==> config.mk <==
export PLATFORM = sky130hd
export DESIGN_NAME = subword_adapter
export DESIGN_NICKNAME = d
export VERILOG_FILES = /design/src/rtl/subword_pkg.sv /design/src/rtl/subword_decode.sv /design/src/rtl/subword_lanes.sv /design/src/rtl/subword_adapter.sv
export SDC_FILE = /design/constraint.sdc
export NUM_CORES = 1
export LEC_CHECK = 0
export BUFFER_PORTS_ARGS = -buffer_cell sky130_fd_sc_hd__clkbuf_2
export CAP_MARGIN = 40
export CORE_MARGIN = 8
export CORE_UTILIZATION = 48
export CTS_CLUSTER_SIZE = 10
export DETAILED_ROUTE_END_ITERATION = 7
export GPL_TIMING_DRIVEN = 0
export HOLD_SLACK_MARGIN = 0.05
export PLACE_DENSITY_LB_ADDON = 0.08
export RECOVER_POWER = 25
export SLEW_MARGIN = 25
export SYNTH_ARGS = -nofsm -noshare
export SYNTH_HDL_FRONTEND = slang
export SYNTH_SLANG_ARGS = --single-unit
==> constraint.sdc <==
create_clock -name clk -period 3.8 [get_ports clk]
set_input_delay 0.76 -clock clk [delete_from_list [all_inputs] [get_ports clk]]
set_output_delay 0.76 -clock clk [all_outputs]
set_load 0.01 [all_outputs]
==> src/rtl/subword_pkg.sv <==
package subword_pkg;

    localparam int WORD_BYTES = 4;
    localparam int WORD_W     = 8 * WORD_BYTES;

    typedef logic [WORD_W-1:0] word_t;

    typedef enum logic [1:0] {
        RG_NONE,
        RG_CORE,
        RG_DMA,
        RG_CTL
    } region_e;

    typedef enum logic [2:0] {
        ST_IDLE,
        ST_FETCH,
        ST_WRITE,
        ST_READ,
        ST_DONE
    } state_e;

    typedef struct packed {
        logic    we;
        region_e region;
        logic    widen;
        logic [1:0] off;
        logic [1:0] size;
        word_t   wdata;
    } xfer_t;

    // Lanes touched by an access of (size+1) bytes starting at lane off.
    function automatic logic [WORD_BYTES-1:0] lane_enables(input logic [1:0] off,
                                                            input logic [1:0] size);
        logic [WORD_BYTES-1:0] m;
        logic [2:0] lo;
        logic [2:0] hi;
        lo = {1'b0, off};
        hi = {1'b0, off} + {1'b0, size};
        for (int i = 0; i < WORD_BYTES; i++) begin
            m[i] = (3'(i) >= lo) && (3'(i) <= hi);
        end
        return m;
    endfunction

    function automatic word_t bytes_to_bits(input logic [WORD_BYTES-1:0] m);
        word_t b;
        for (int i = 0; i < WORD_BYTES; i++) begin
            b[8*i +: 8] = {8{m[i]}};
        end
        return b;
    endfunction

    function automatic word_t extract_lanes(input word_t w, input logic [1:0] off,
                                            input logic [1:0] size);
        word_t s;
        s = w >> {off, 3'b000};
        case (size)
            2'd0:    return {24'd0, s[7:0]};
            2'd1:    return {16'd0, s[15:0]};
            2'd2:    return {8'd0, s[23:0]};
            default: return s;
        endcase
    endfunction

endpackage

==> src/rtl/subword_decode.sv <==
module subword_decode
    import subword_pkg::*;
#(
    parameter int ADDR_W   = 7,
    parameter int CORE_END = 64,
    parameter int DMA_END  = 96,
    parameter int CTL_ADDR = 112,
    parameter int IDX_W    = 4
) (
    input  logic [ADDR_W-1:0] addr,
    output region_e           region,
    output logic [IDX_W-1:0]  idx
);
    logic [ADDR_W-1:0] rel;

    always_comb begin
        region = RG_NONE;
        idx    = '0;
        rel    = '0;
        if (addr < ADDR_W'(CORE_END)) begin
            region = RG_CORE;
            idx    = IDX_W'(addr >> 2);
        end else if (addr < ADDR_W'(DMA_END)) begin
            region = RG_DMA;
            rel    = addr - ADDR_W'(CORE_END);
            idx    = IDX_W'(rel >> 2);
        end else if ((addr >> 2) == (ADDR_W'(CTL_ADDR) >> 2)) begin
            region = RG_CTL;
        end
    end
endmodule

==> src/rtl/subword_lanes.sv <==
module subword_lanes
    import subword_pkg::*;
(
    input  word_t      cur_word,
    input  word_t      new_data,
    input  word_t      fetched,
    input  logic [1:0] off,
    input  logic [1:0] size,
    output word_t      merged,
    output word_t      rd_lanes
);
    word_t keep_mask;
    word_t placed;

    always_comb begin
        keep_mask = bytes_to_bits(lane_enables(off, size));
        placed    = new_data << {off, 3'b000};
        merged    = (cur_word & ~keep_mask) | (placed & keep_mask);
        rd_lanes  = extract_lanes(fetched, off, size);
    end
endmodule

==> src/rtl/subword_adapter.sv <==
module subword_adapter
    import subword_pkg::*;
#(
    parameter int ADDR_W   = 7,
    parameter int CORE_END = 64,
    parameter int DMA_END  = 96,
    parameter int CTL_ADDR = 112,
    localparam int CORE_IDX_W = $clog2(CORE_END / 4),
    localparam int DMA_IDX_W  = $clog2((DMA_END - CORE_END) / 4)
) (
    input  logic                  clk,
    input  logic                  rst,
    input  logic                  host_req,
    input  logic                  host_we,
    input  logic [ADDR_W-1:0]     host_addr,
    input  logic [1:0]            host_size,
    input  logic [31:0]           host_wdata,
    output logic                  host_ready,
    output logic [31:0]           host_rdata,
    output logic                  core_en,
    output logic                  core_we,
    output logic [CORE_IDX_W-1:0] core_idx,
    output logic [31:0]           core_wdata,
    input  logic [31:0]           core_rdata,
    output logic                  dma_en,
    output logic                  dma_we,
    output logic [DMA_IDX_W-1:0]  dma_idx,
    output logic [31:0]           dma_wdata,
    input  logic [31:0]           dma_rdata,
    output logic                  ctl_en,
    output logic                  ctl_we,
    output logic [31:0]           ctl_wdata,
    input  logic [31:0]           ctl_rdata
);
    state_e                state_q;
    xfer_t                 xfer_q;
    logic [CORE_IDX_W-1:0] idx_q;
    word_t                 cur_q;
    word_t                 rdata_q;

    region_e               dec_region;
    logic [CORE_IDX_W-1:0] dec_idx;
    word_t                 sel_rdata;
    word_t                 merged;
    word_t                 rd_lanes;
    word_t                 wr_word;
    logic                  port_active;
    logic                  port_we;
    logic                  rd_any;
    logic                  wr_any;

    subword_decode #(
        .ADDR_W  (ADDR_W),
        .CORE_END(CORE_END),
        .DMA_END (DMA_END),
        .CTL_ADDR(CTL_ADDR),
        .IDX_W   (CORE_IDX_W)
    ) u_decode (
        .addr  (host_addr),
        .region(dec_region),
        .idx   (dec_idx)
    );

    subword_lanes u_lanes (
        .cur_word(cur_q),
        .new_data(xfer_q.wdata),
        .fetched (sel_rdata),
        .off     (xfer_q.off),
        .size    (xfer_q.size),
        .merged  (merged),
        .rd_lanes(rd_lanes)
    );

    always_comb begin
        case (xfer_q.region)
            RG_CORE: sel_rdata = core_rdata;
            RG_DMA:  sel_rdata = dma_rdata;
            RG_CTL:  sel_rdata = ctl_rdata;
            default: sel_rdata = '0;
        endcase
    end

    always_ff @(posedge clk) begin
        if (rst) begin
            state_q <= ST_IDLE;
            xfer_q  <= '0;
            idx_q   <= '0;
            cur_q   <= '0;
            rdata_q <= '0;
        end else begin
            case (state_q)
                ST_IDLE: begin
                    if (host_req) begin
                        xfer_q.we     <= host_we;
                        xfer_q.region <= dec_region;
                        xfer_q.widen  <= (host_size != 2'd3) || (host_addr[1:0] != 2'd0);
                        xfer_q.off    <= host_addr[1:0];
                        xfer_q.size   <= host_size;
                        xfer_q.wdata  <= host_wdata;
                        idx_q         <= dec_idx;
                        rdata_q       <= '0;
                        if (dec_region == RG_NONE)
                            state_q <= ST_DONE;
                        else if (!host_we)
                            state_q <= ST_READ;
                        else if ((host_size != 2'd3) || (host_addr[1:0] != 2'd0))
                            state_q <= ST_FETCH;
                        else
                            state_q <= ST_WRITE;
                    end
                end
                ST_FETCH: begin
                    cur_q   <= sel_rdata;
                    state_q <= ST_WRITE;
                end
                ST_WRITE: state_q <= ST_DONE;
                ST_READ: begin
                    rdata_q <= rd_lanes;
                    state_q <= ST_DONE;
                end
                default: state_q <= ST_IDLE;
            endcase
        end
    end

    always_comb begin
        port_active = (state_q == ST_FETCH) || (state_q == ST_WRITE) || (state_q == ST_READ);
        port_we     = (state_q == ST_WRITE);
        wr_word     = xfer_q.widen ? merged : xfer_q.wdata;

        core_en    = port_active && (xfer_q.region == RG_CORE);
        dma_en     = port_active && (xfer_q.region == RG_DMA);
        ctl_en     = port_active && (xfer_q.region == RG_CTL);
        core_we    = core_en && port_we;
        dma_we     = dma_en && port_we;
        ctl_we     = ctl_en && port_we;
        core_idx   = idx_q;
        dma_idx    = DMA_IDX_W'(idx_q);
        core_wdata = wr_word;
        dma_wdata  = wr_word;
        ctl_wdata  = wr_word;

        host_ready = (state_q == ST_DONE);
        host_rdata = rdata_q;

        rd_any = (core_en && !core_we) || (dma_en && !dma_we) || (ctl_en && !ctl_we);
        wr_any = core_we || dma_we || ctl_we;
    end

    assert_region_onehot_R4: assert property (@(posedge clk) disable iff (rst)
        $onehot0({core_en, dma_en, ctl_en}));

    assert_single_read_R10: assert property (@(posedge clk) disable iff (rst)
        rd_any |=> !rd_any);

    assert_fetch_first_R7: assert property (@(posedge clk) disable iff (rst)
        (wr_any && xfer_q.widen) |-> $past(rd_any));

    assert_ready_pulse_R11: assert property (@(posedge clk) disable iff (rst)
        host_ready |=> !host_ready);

    assert_unmapped_zero_R5: assert property (@(posedge clk) disable iff (rst)
        (host_ready && $past(state_q == ST_IDLE)) |-> (host_rdata == 32'd0));

endmodule

==> results of run 1 <==
[what timing repair did]
action / in CTS / in global routing
pin swaps: 0 / 0
gates resized for setup: 18 / 11
setup buffers: 0 / 0
endpoints found under the setup margin: 65 / 65
endpoints found under the hold margin: 0 / 0
hold buffers: 0 / 0
[layout make-up]
class	instances	area, um2
timing repair buffer	284	1370
fill	1308	4810
buffer	129	767
sequential	110	2200
clock buffer	10	229
tap	176	220
multi-input combinational	541	3470
clock inverter	5	36.3
inverter	10	37.5
[power breakdown]
| group | switching [mW] | internal, mW |
|---|---|---|
| Clock | 0.430 | 0.443 |
| Sequential | 0.0575 | 1.22 |
| Combinational | 0.643 | 0.514 |
[how the worst max path moves through the flow]
| stage | slack (ps) | end | cells past startpoint |
|---|---|---|---|
| 2_1_floorplan | 490 | ctl_wdata[28] | 9 |
| 3_3_place_gp | -60 | ctl_wdata[24] | 10 |
| 3_5_place_dp | -30 | ctl_wdata[24] | 10 |
| 4_1_cts | -90 | dma_wdata[13] | 9 |
| 5_1_grt | 10 | ctl_wdata[24] | 10 |
| 6_report | 120 | ctl_wdata[14] | 9 |
[per-stage QoR]
step	hold slack [ps]	worst slack [ps]	power (mW)	util, %	TNS [ps]
CTS	462	-85.0	3.30	63.7	-168
global route	482	11.9	3.47	63.4	0
floorplan	436	491	2.00	-	0
global placement	440	-60.0	2.41	61.0	-118
finish	461	115	3.30	63.4	0
detailed placement	453	-35.0	2.42	61.2	-66.3
[flip-flops by register name, indices dropped and copies added (netlist names)]
| register | cells |
|---|---|
| state_q | 3 |
| cur_q | 32 |
| core_idx | 4 |
| host_rdata | 32 |
| xfer_q | 39 |
[layout by cell type (no fill, tap or decap), types with 32 or more instances in the layout]
master	instances
mux2_2	32
a211oi_1	33
clkbuf_2	242
a22oi_1	39
nor2_1	80
buf_4	67
clkbuf_1	93
a21oi_1	64
nand2_1	106
dfxtp_1	109
[worst max-delay path, delay by kind of cell, from the launching register on]
| kind | cells | cell delay [ps] |
|---|---|---|
| AOI/OAI and AO/OA | 2 | 350 |
| adders and majority gates | 1 | 620 |
| buffers and inverters | 4 | 690 |
| DFF | 1 | 410 |
| and+or+nand+nor | 2 | 500 |
[Yosys cell counts, types with 11 or more instances]
library cell,number
nor3_1,11
nor2_1,82
o22ai_1,24
mux2i_1,24
dfxtp_1,110
a22oi_1,39
mux2_2,32
clkbuf_1,50
a221o_1,24
buf_4,67
a21oi_1,74
nand2_1,107
a211oi_1,33
[layer usage]
| metal | track usage (%) | wire length (um) | part of all wire [%] | vias up |
|---|---|---|---|---|
| met5 | 0 | 0 | 0 | - |
| met4 | 8.04 | 472 | 2.0 | 0 |
| met3 | 7.62 | 1980 | 8.3 | 32 |
| met2 | 44.9 | 11700 | 49 | 324 |
| met1 | 31.1 | 9660 | 41 | 3365 |
| li1 | - | - | - | 3383 |
[logic make-up (layout without fill, tap and decap cells)]
family,Yosys count,in the layout,synth area share [%]
AND/OR/NAND/NOR,246,246,17.1
AO/OA/AOI/OAI,237,237,25.7
buffers and inverters,141,438,12.8
flip-flops,110,110,34.5
multiplexers,56,56,9.40
adder cells (fa/ha/maj),2,2,0.509
==> qor.log, run 1 <==
[cts] clock insertion delay at the later pin of the skew report 350 ps
[routing] Routed WL 23.8 mm
[cts] # clock sinks 110
[setup_path] reg-to-reg critical path endpoint host_rdata[0]
[logic_synthesis] synthesized netlist cell count 792
[timing] fin crit share 97.0%
[grt] wire length of the first global-routing pass 37.0 mm
[place] Port-buffer cells 281
[setup_path] most prevalent standard cell on the critical path clkbuf_2
[timing] Tmin final 3680 ps
[place] Placed Cells 1252
[timing] hold violation count in the final report 0
[place] post-place instance area 8040 um2
[worst_hold_path] Hold EP xfer_q[26]
[routing] first-iteration detailed-routing DRC count 590
[grt] GR Util All Layers 26.2%
[setup_path] reg-to-reg critical path startpoint xfer_q[37]
[setup_path] R2R cell count 6
[cts] clock tree root buffer cell clkbuf_16
[finish] post-route design area 8330 um2
[routing] DR DRC count 0
[logic_synthesis] fraction of registers with async set/reset 0%
[power_and_ir_drop] total power divided by cell area 397 nW/um2
[logic_synthesis] Synth area leader dfxtp_1
[finish] post-layout instance count excluding filler cells 1265
[worst_hold_path] worst hold-check path type flop to flop
[setup_path] Crit path arrival time 2920 ps
[floorplan] area inside the core boundary 13100 um2
[routing] detailed-router iteration count before antenna repair 5
[routing] drt via density 5.62
[setup_path] required time of the critical path 3040 ps
[setup_path] worst reg2reg setup slack 1130 ps
[grt] number of global-route vias before repair 6881
[setup_path] crit path cell chain inv_1 > clkbuf_2 > fa_2 > nand3b_1 > and2_2 > o22ai_1 > a21oi_2 > buf_4 > clkbuf_2
[logic_synthesis] main flop type after synthesis dfxtp_1
[place] GPL Wtd Cong 0.919
[place] detailed-placement wirelength estimate 19.1 mm
[logic_synthesis] register bit total from synthesis 110
[logic_synthesis] largest cells by area after synthesis dfxtp_1, buf_4, nand2_1
[floorplan] Boundary Pins 283
[setup_path] launching element type of the critical path flop
[floorplan] die boundary height 131 um
[finish] Final Net Count 1228
[setup_path] critical path launch point xfer_q[35]
[logic_synthesis] share of Yosys cell area claimed by the top area cell type 34.5%
[worst_hold_path] number of cells traversed by the worst hold path 2
[timing] Max Clk Rate 271 MHz
[finish] fraction of final layout cells sized beyond drive strength 1 36.4%
[cts] maximum level of the CTS H-tree 3
[cts] cts bufs inserted 9
[timing] unrepaired setup endpoints after global routing no
[grt] global-route congestion overflow total 0
[logic_synthesis] syn_nets 935
[worst_hold_path] worst hold start xfer_q[26]
[cts] Max Root-Sink Buffers 2
[floorplan] overall die width 131 um
[logic_synthesis] number of enable flip-flop cells after synthesis 0
[setup_path] endpoint kind of the worst setup timing path output pin
[timing] final clock skew 7.89 ps
[finish] Area Overhead vs Synth 30.4%
[timing] slew at the pin closest to its max-slew limit 1010 ps
[grt] largest net degree at the start of global routing 18
[routing] routed wire length per instance 18.8 um
[run] max-cap check violation count 0
[timing] Slew HR 31.6%
[logic_synthesis] share of synthesized area occupied by flip-flops and latches 34.5%
[power_and_ir_drop] IR drop worst, VDD 209 uV
[setup_path] largest driver fanout on the critical path 10
[floorplan] Starting Density 48.6%
[logic_synthesis] per-instance average area after synthesis 8.07 um2
[logic_synthesis] distinct cell type count after synthesis 46
[cts] Clock transition at path regs 70 ps
[routing] Via Count 7104
[power_and_ir_drop] leakage power of the design 3.58 nW
[setup_path] WS Path Type flop to output pin
[setup_path] Crit path largest cell delay 620 ps
[floorplan] standard-cell row count 42
[cts] TritonCTS clock tree done
[logic_synthesis] YS warnings 0
[floorplan] die footprint 17300 um2
[logic_synthesis] mapped cell area 6390 um2
[timing] Slew Viols, Final 0
[setup_path] critical-path cell with the highest stage delay fa_2
[finish] ant diodes 0
[routing] Routed Antenna Nets 0
[status] run status complete, no violations
[grt] number of antenna violations at the first check in global routing 0
[timing] final setup fails 0
Power figures use the tool's default switching activity.
==> run 2: changes to the inputs <==
==> constraint.sdc (replaced) <==
create_clock -name clk -period 3.8 [get_ports clk]
set_input_delay 0 -clock clk [delete_from_list [all_inputs] [get_ports clk]]
set_output_delay 0 -clock clk [all_outputs]
set_load 0.01 [all_outputs]
==> qor.log, run 2 (synthesis gave the netlist of run 1 again) <==
[floorplan] Boundary Pins 283 [unchanged]
[cts] clock insertion delay at the later pin of the skew report 350 ps [about the same]
[routing] DR DRC count 0 [unchanged]
[setup_path] required time of the critical path 3800 ps [was 3040 ps]
[timing] hold violation count in the final report 0 [unchanged]
[routing] drt via density 5.57 [was 5.62]
[setup_path] endpoint kind of the worst setup timing path output pin [unchanged]
[routing] routed wire length per instance 18.6 um [was 18.8 um]
[routing] Via Count 7295 [was 7104]
[place] Placed Cells 1252 [unchanged]
[finish] fraction of final layout cells sized beyond drive strength 1 32.6% [was 36.4%]
[finish] commonest non-fill, non-tap cell in the layout clkbuf_2 [unchanged]
[timing] Tmin final 3570 ps [was 3680 ps]
[setup_path] worst reg2reg setup slack 1090 ps [was 1130 ps]
[finish] flip-flop count of the largest register, all copies and words added 39 [unchanged]
[grt] GR Util All Layers 26.8% [was 26.2%]
[setup_path] launching element type of the critical path flop [unchanged]
[cts] Max Root-Sink Buffers 2 [unchanged]
[finish] post-layout instance count excluding filler cells 1310 [was 1265]
[status] run status complete, no violations [unchanged]
[floorplan] Starting Density 48.6% [unchanged]
[routing] first-iteration detailed-routing DRC count 567 [was 590]
[cts] clock tree root buffer cell clkbuf_16 [unchanged]
[grt] wire length of the first global-routing pass 37.8 mm [was 37.0 mm]
[floorplan] standard-cell row count 42 [unchanged]
[power_and_ir_drop] IR drop worst, VDD 207 uV [was 209 uV]
[power_and_ir_drop] leakage power of the design 3.73 nW [was 3.58 nW]
[finish] Final Net Count 1273 [was 1228]
[cts] # clock sinks 110 [unchanged]
[worst_hold_path] worst hold start core_rdata[24] [was xfer_q[26]]
[grt] global-route congestion overflow total 0 [unchanged]
[finish] Area Overhead vs Synth 35.5% [was 30.4%]
[finish] most frequent cells in the layout clkbuf_2, dfxtp_1, nand2_1 [unchanged]
[worst_hold_path] worst hold-check path type input pin to flop [was flop to flop]
[setup_path] critical path launch point xfer_q[35] [unchanged]
[finish] Reg with most FFs xfer_q [unchanged]
[setup_path] R2R cell count 6 [unchanged]
[timing] Max Clk Rate 280 MHz [was 271 MHz]
[floorplan] die boundary height 131 um [unchanged]
[setup_path] endpoint of the worst setup timing path ctl_wdata[24] [was ctl_wdata[14]]
[power_and_ir_drop] total power divided by cell area 383 nW/um2 [was 397 nW/um2]
[floorplan] overall die width 131 um [unchanged]
[routing] Routed WL 24.3 mm [was 23.8 mm]
[setup_path] WS Path Type flop to output pin [unchanged]
[setup_path] reg-to-reg critical path endpoint host_rdata[0] [unchanged]
[timing] TNS Setup 0 ps [unchanged]
[place] GPL Wtd Cong 0.919 [unchanged]
[timing] fin crit share 93.8% [was 97.0%]
[place] Port-buffer cells 281 [unchanged]
[finish] ant diodes 0 [unchanged]
[place] detailed-placement wirelength estimate 19.1 mm [unchanged]
[grt] number of antenna violations at the first check in global routing 0 [unchanged]
[cts] Clock transition at path regs 70 ps [about the same]
[cts] maximum level of the CTS H-tree 3 [unchanged]
[routing] detailed-router iteration count before antenna repair 5 [unchanged]
[timing] final setup fails 0 [unchanged]
[floorplan] area inside the core boundary 13100 um2 [unchanged]
[cts] count of buffers added by post-CTS timing repair for setup 0 [unchanged]
[timing] slew at the pin closest to its max-slew limit 1010 ps [about the same]
[setup_path] reg-to-reg critical path startpoint xfer_q[37] [unchanged]
[run] max-cap check violation count 0 [unchanged]
[cts] TritonCTS clock tree done [unchanged]
[grt] number of global-route vias before repair 7065 [was 6881]
[timing] Slew HR 32.0% [was 31.6%]
[setup_path] largest driver fanout on the critical path 10 [unchanged]
[timing] unrepaired setup endpoints after global routing no [unchanged]
[setup_path] Crit path arrival time 3570 ps [was 2920 ps]
[routing] Routed Antenna Nets 0 [unchanged]
[floorplan] die footprint 17300 um2 [unchanged]
[grt] largest net degree at the start of global routing 18 [unchanged]
[cts] post-CTS resize count 0 [was 18]
[timing] Slew Viols, Final 0 [unchanged]
[cts] cts bufs inserted 9 [unchanged]
[timing] final clock skew 8.18 ps [was 7.89 ps]
## run 2: changes by cell type in the layout (fill, tap and decap cells not counted), moves of 2 or more
| cell | change |
|---|---|
| nor2_1 | +2 |
| dlygate4sd3_1 | +43 |
| a21oi_1 | +10 |
| clkbuf_1 | +3 |
| nor3_2 | -5 |
| a21oi_2 | -10 |
| nor2_2 | -2 |
| nor3_1 | +5 |
## run 2: worst max-delay path, stage by stage, from the launching register on
cell	delay (ps)
dfxtp_1	390
inv_1	170
clkbuf_1	390
fa_1	530
nor2b_1	430
or3_1	200
clkbuf_1	270
nor2_1	90
nor3_1	430
buf_4	190
clkbuf_2	120
## run 2: what timing repair did
| action | in CTS | in global routing |
|---|---|---|
| hold buffers | 43 | 0 |
| endpoints found under the hold margin | 43 | 0 |
| endpoints found under the setup margin | 0 | 0 |
## run 2: worst min path at each step
stage	endpoint	slack [ps]	cells after the start
finish	host_rdata[24]	90	4
global placement	xfer_q[21]	230	3
floorplan	state_q[0]	110	1
CTS	host_rdata[24]	90	4
detailed placement	xfer_q[13]	230	3
global route	cur_q[5]	110	3
## run 2: final cells by class
type	instances	area, um2
Inverter	10	37.5
Multi-Input combinational cell	541	3370
Clock buffer	10	229
Tap cell	176	220
Fill cell	1265	4480
Buffer	131	764
Timing Repair Buffer	327	1800
Sequential cell	110	2200
Clock inverter	5	36.3
## run 2: layer usage
metal | GRT usage [%] | routed length, um | up-vias
met3 | 7.24 | 1960 | 37
li1 | - | - | 3486
met5 | 0 | 0 | -
met1 | 31.5 | 9860 | 3449
met2 | 46.7 | 12100 | 323
met4 | 8.04 | 469 | 0
## run 2: through the flow
| stage | util [%] | setup WS, ps | instance area (um2) | power (mW) | hold slack [ps] |
|---|---|---|---|---|---|
| CTS | 66.5 | 330 | 8730 | 3.32 | 90.6 |
| floorplan | - | 1250 | 6390 | 2.00 | 112 |
| finish | 65.9 | 234 | 8660 | 3.32 | 91.9 |
| global route | 65.9 | 20.8 | 8660 | 3.48 | 109 |
| detailed placement | 61.2 | 725 | 8040 | 2.42 | 229 |
| global placement | 61.0 | 700 | 8020 | 2.41 | 230 |
## run 2: power by group
| group | total, mW | internal (mW) | switching, mW |
|---|---|---|---|
| logic | 1.17 | 0.532 | 0.638 |
| registers | 1.27 | 1.22 | 0.0577 |
| clock network | 0.873 | 0.443 | 0.431 |
| total | 3.32 | 2.19 | 1.13 |
